### src/rtl/qdac_pkg.sv
package qdac_pkg;
  localparam int NCH = 4;

  typedef enum logic [3:0] {
    OP_STAGE     = 4'h0,
    OP_PROMOTE   = 4'h1,
    OP_STAGE_ALL = 4'h2,
    OP_STAGE_PRO = 4'h3,
    OP_SLEEP     = 4'h4,
    OP_IDLE      = 4'hF
  } op_e;

  typedef struct packed {
    logic [NCH-1:0] stage;
    logic [NCH-1:0] promote;
    logic [NCH-1:0] sleep;
  } ch_ctl_t;
endpackage

### src/rtl/qdac_decode.sv
module qdac_decode
  import qdac_pkg::*;
(
  input  logic        valid,
  input  logic [23:0] word,
  output ch_ctl_t     ctl
);
  logic [3:0]     op;
  logic [3:0]     sel_code;
  logic [NCH-1:0] sel;

  assign op       = word[23:20];
  assign sel_code = word[19:16];

  always_comb begin
    sel = '0;
    if (sel_code == 4'hF) sel = '1;
    else if (sel_code < NCH) sel[sel_code[1:0]] = 1'b1;
  end

  always_comb begin
    ctl = '0;
    if (valid && sel != '0) begin
      case (op)
        OP_STAGE:     ctl.stage   = sel;
        OP_PROMOTE:   ctl.promote = sel;
        OP_STAGE_ALL: begin ctl.stage = sel; ctl.promote = '1; end
        OP_STAGE_PRO: begin ctl.stage = sel; ctl.promote = sel; end
        OP_SLEEP:     ctl.sleep   = sel;
        default:      ctl = '0;
      endcase
    end
  end
endmodule

### src/rtl/qdac_channel.sv
module qdac_channel #(
  parameter int RES        = 16,
  parameter int SHORT_WAKE = 5,
  parameter int LONG_WAKE  = 12,
  parameter bit MID_RESET  = 1'b0
) (
  input  logic           clk,
  input  logic           rst,
  input  logic           stage,
  input  logic           promote,
  input  logic           sleep,
  input  logic           all_asleep,
  input  logic [RES-1:0] new_code,
  output logic [RES-1:0] act_code,
  output logic           powered,
  output logic           ready
);
  localparam int MAXD = (SHORT_WAKE > LONG_WAKE) ? SHORT_WAKE : LONG_WAKE;
  localparam int CW   = $clog2(MAXD + 1);
  localparam logic [RES-1:0] RST_CODE =
    MID_RESET ? {1'b1, {(RES-1){1'b0}}} : {RES{1'b0}};

  logic [RES-1:0] stage_q;
  logic [CW-1:0]  wait_q;

  always_ff @(posedge clk) begin
    if (rst) begin
      stage_q  <= RST_CODE;
      act_code <= RST_CODE;
      powered  <= 1'b1;
      ready    <= 1'b1;
      wait_q   <= '0;
    end else begin
      if (stage) stage_q <= new_code;
      if (promote) act_code <= stage ? new_code : stage_q;
      if (sleep) begin
        powered <= 1'b0;
        ready   <= 1'b0;
        wait_q  <= '0;
      end else if (promote && !powered) begin
        powered <= 1'b1;
        ready   <= 1'b0;
        wait_q  <= all_asleep ? CW'(LONG_WAKE) : CW'(SHORT_WAKE);
      end else if (wait_q != '0) begin
        wait_q <= wait_q - 1'b1;
        ready  <= (wait_q == CW'(1));
      end
    end
  end
endmodule

### src/rtl/quad_dac_regfile.sv
module quad_dac_regfile
  import qdac_pkg::*;
#(
  parameter int RES        = 16,
  parameter int SHORT_WAKE = 5,
  parameter int LONG_WAKE  = 12,
  parameter bit MID_RESET  = 1'b0
) (
  input  logic               clk,
  input  logic               rst,
  input  logic               cmd_valid,
  input  logic [23:0]        cmd_word,
  output logic [NCH*RES-1:0] active_code,
  output logic [NCH-1:0]     ch_powered,
  output logic [NCH-1:0]     ch_ready
);
  ch_ctl_t        ctl;
  logic [RES-1:0] code_in;
  logic           all_asleep;

  assign code_in    = cmd_word[15 -: RES];
  assign all_asleep = ~|ch_powered;

  qdac_decode u_dec (
    .valid (cmd_valid),
    .word  (cmd_word),
    .ctl   (ctl)
  );

  for (genvar c = 0; c < NCH; c++) begin : g_ch
    qdac_channel #(
      .RES        (RES),
      .SHORT_WAKE (SHORT_WAKE),
      .LONG_WAKE  (LONG_WAKE),
      .MID_RESET  (MID_RESET)
    ) u_ch (
      .clk        (clk),
      .rst        (rst),
      .stage      (ctl.stage[c]),
      .promote    (ctl.promote[c]),
      .sleep      (ctl.sleep[c]),
      .all_asleep (all_asleep),
      .new_code   (code_in),
      .act_code   (active_code[c*RES +: RES]),
      .powered    (ch_powered[c]),
      .ready      (ch_ready[c])
    );
  end
endmodule

### config.mk
export PLATFORM = sky130hd
export DESIGN_NAME = quad_dac_regfile
export DESIGN_NICKNAME = d
export VERILOG_FILES = /design/src/rtl/qdac_pkg.sv /design/src/rtl/qdac_decode.sv /design/src/rtl/qdac_channel.sv /design/src/rtl/quad_dac_regfile.sv
export SDC_FILE = /design/constraint.sdc
export NUM_CORES = 1
export LEC_CHECK = 0
export ABC_CLOCK_PERIOD_IN_PS = 2920
export BUFFER_PORTS_ARGS = -buffer_cell sky130_fd_sc_hd__buf_4
export CORE_MARGIN = 3
export CORE_UTILIZATION = 45
export DETAILED_ROUTE_END_ITERATION = 6
export PLACE_DENSITY = 0.76
export SLEW_MARGIN = 25
export SYNTH_ARGS = -nofsm -noshare
export SYNTH_HDL_FRONTEND = slang
export SYNTH_SLANG_ARGS = --single-unit
### constraint.sdc
create_clock -name clk -period 2.92 [get_ports clk]
set_input_delay 0.146 -clock clk [delete_from_list [all_inputs] [get_ports clk]]
set_output_delay 0.146 -clock clk [all_outputs]
set_load 0.02 [all_outputs]
==> results.md <==
* Combinational power share at 16.8%
* Hold_sp: cmd_word[15]
* Antenna Cells at 0
* Critical path type: in -> reg
* Layout cell share with drive strength beyond 1 at 22.8%
* GR Util met1 at 21.7%
* Final period util at 58.7%
* Net switching power at 1.48 mW
* Grt ovf at 0
* Post-synthesis simple-gate area fraction at 14.7%
* DRC errors left at 0
* Avg WL per Cell at 15.7 um
* Mapped Area at 5950 um2
* CTS sink cnt at 152
* Critical path endpoint category: flop
* Worst-case clock skew at 0.00359 ns
* Via count at 4530
* Post-synthesis adder-cell area fraction at 2.52%
* Post-synth top area share at 51.1%
* Max cap viols at 0
* Switching portion of total power at 26.4%
* Syn. warnings at 0
* Hold-fix buffers, CTS at 0
* Commonest non-fill, non-tap cell in the layout: dfxtp_1
* Worst-path clk slew at 0.06 ns
* # setup viols final at 0
* Slew HR at 51.6%
* Synth top area cells: dfxtp_1 51%, mux2i_1 11%, nor2_1 9.1%
* Top Ports at 99
* Clock Power Share at 42.0%
* Final hold viol count at 0
* Syn nets at 637
* Synth Area in Compound Gates at 14.2%
* Area growth syn-to-layout at 23.7%
* Post-CTS setup buffer count at 0
* Hold crit path type: in -> reg
* RR Startpoint: g_ch[0].u_ch.wait_q[0]
* Vias in the first global route at 4364
* Final #Nets at 719
* Top Usage Layer GRT: met2
* FMAX at 584 MHz
* GR Layer Usage met3 at 6.71%
* Pwr/cell area at 762 nW/um2
* R2r endpoint: g_ch[0].u_ch.wait_q[0]
* Most frequent cells in the layout: 152 x dfxtp_1, 144 x nor2_1, 106 x buf_4, 67 x mux2i_1, 61 x a211oi_1
* Post-CTS Resized at 0
* Post-route setup TNS at 0 ns
* DPL Wire Length at 9560 um
* CP Data Arrival Time at 2.03 ns
* Final max-slew violation count at 0
* Total die area at 14600 um2
* Gp weighted congestion at 0.864
* Startpoint types: input pin
* CTS tree: yes
* Cells on worst reg2reg path at 5
* R2R Setup Slk at 1.26 ns
* Initial drt markers at 213
* Area leader, netlist: dfxtp_1
* Starting Density at 46.6%
* GRT Total Usage at 19.1%
* Status: complete, no violations
* Latest clock arrival within the worst-skew pair at 0.42 ns
* Internal power at 4.13 mW
* Proportion of synthesized area in mux cells at 11.5%
* Initial antenna violation count at 0
* Main combinational cell family by area after synthesis: simple AND/OR/NAND/NOR gates
* FF+latch count, synth at 152
* Flop pwr share at 41.2%
* Vias per inst at 5.24
* H-tree depth at 4
* Die Y at 121 um
* Peak supply drop at 0.000531 V
* Drt pass-1 iters at 4
* Worst path required time at 3.24 ns
* P_leak at 2.75 nW
* Syn Area/Cell at 9.95 um2
* Tightest Pin Transition at 0.725 ns
* Core area at 12800 um2
* Max clock buf depth at 2
* CTS buffer count at 17
* Site Rows at 41
* Core Util, Final at 57.6%
* Routed Antenna Nets at 0
* Hold Path Stages at 3
* DIE WIDTH at 121 um
* Max FO, Critical Path at 29
* Hold EP: g_ch[2].u_ch.stage_q[15]
* Seq/Total Area, Yosys at 51.1%
* Cells after Synth at 598
* RSZ-0062 raised after global routing: false
* Largest net degree at the start of global routing at 74
* IO Port Bufs at 98
* Post-Synth XOR/XNOR Area at 1.18%
* Clk root buf: clkbuf_16
* Post-layout min period at 1.71 ns
* Synth unique cells at 45
* Met2 usage at 33.1%
* First-pass GRT wire length at 21900 um
* Total Wirelength at 13600 um
## cells by family after synthesis
family | Yosys count
AO/OA/AOI/OAI | 108
adder cells (fa/ha/maj) | 12
buffers and inverters | 52
multiplexers | 68
XOR/XNOR | 8
AND/OR/NAND/NOR | 198
flip-flops | 152
## synthesized netlist by cell type
cell type and instances:
and2_1 1, o21bai_1 3, o21ai_0 5, ha_1 12, mux2i_1 67, nor2_1 144
inv_1 9, a41o_1 1, buf_4 9, nand2b_1 8, nor2_4 3, a211oi_1 61
or3_1 4, xnor2_1 4, and3b_1 1, o2111ai_4 1, dfxtp_1 152, o2111ai_1 1
a21o_1 5, and3_1 3, xor2_1 4, nand2_1 11, a221oi_1 2, o31ai_1 1
nor3b_1 4, buf_6 2, buf_2 8, clkbuf_1 21, a21oi_2 2, nor4_1 4
nor3_1 6, buf_8 3, a211oi_2 4, o211ai_1 2, a21oi_1 15, a211o_1 1
o2111a_1 1, or2_2 4, and4_1 1, nor4b_1 3, nor2_2 1, mux2_2 1
o211ai_4 1, a211oi_4 1, a32o_1 1
## power groups by stage
stage / Sequential [mW] / Clock [mW] / Combinational, mW
floorplan: 2.34 / 0 / 0.735
global placement: 2.35 / 0 / 0.887
detailed placement: 2.36 / 0 / 0.932
CTS: 2.31 / 2.40 / 0.942
global route: 2.33 / 2.49 / 1.05
finish: 2.31 / 2.36 / 0.940
## area by class of cell
class                           instances  area [um2]
Tap cell                              172         215
Clock buffer                           19         453
Timing Repair Buffer                  106         796
Inverter                                9        33.8
Multi-Input combinational cell        394        2630
Clock inverter                         13         193
Fill cell                            1103        5410
Sequential cell                       152        3040
## stage by stage
stage	hold slack [ns]	cell area [um2]	cells	total power [mW]	setup WS, ns
2_1_floorplan	0.313	5950	598	3.08	1.30
3_3_place_gp	0.454	6720	833	3.24	0.883
3_5_place_dp	0.466	6720	833	3.29	0.794
4_1_cts	0.0140	7360	865	5.65	1.23
5_1_grt	0.0397	7360	865	5.88	1.02
6_report	0.0280	7360	865	5.61	1.21
## metal layers
| layer | share of wire [%] | routed length (um) |
|---|---|---|
| met2 | 51 | 6870 |
| met3 | 6.2 | 844 |
| met1 | 41 | 5630 |
| met4 | 1.7 | 233 |
| met5 | 0 | 0 |
## state kept, by name, summed over array words and instances (netlist names)
signal and flops:
g_ch.u_ch.act_code 64, g_ch.u_ch.powered 4, g_ch.u_ch.ready 4, g_ch.u_ch.stage_q 64
g_ch.u_ch.wait_q 16
## how the worst max path moves through the flow
stage,from,endpoint,slack [ns],cells past startpoint
after global routing,cmd_word[19],g_ch[0].u_ch.act_code[9],1.02,7
after detailed placement,cmd_word[19],g_ch[2].u_ch.act_code[4],0.79,6
after global placement,cmd_word[19],g_ch[1].u_ch.act_code[10],0.88,6
final,cmd_word[19],g_ch[0].u_ch.act_code[9],1.21,7
after CTS,cmd_word[19],g_ch[0].u_ch.act_code[9],1.23,7
after floorplan,cmd_word[18],g_ch[3].u_ch.act_code[5],1.30,7
## critical path, stage by stage
cell and delay (ns):
buf_4 0.10, and4_1 0.44, a21oi_2 0.14, a211oi_4 0.45, buf_4 0.38, nor2_1 0.10, a211oi_1 0.26
(Power assumes the default switching activity.)
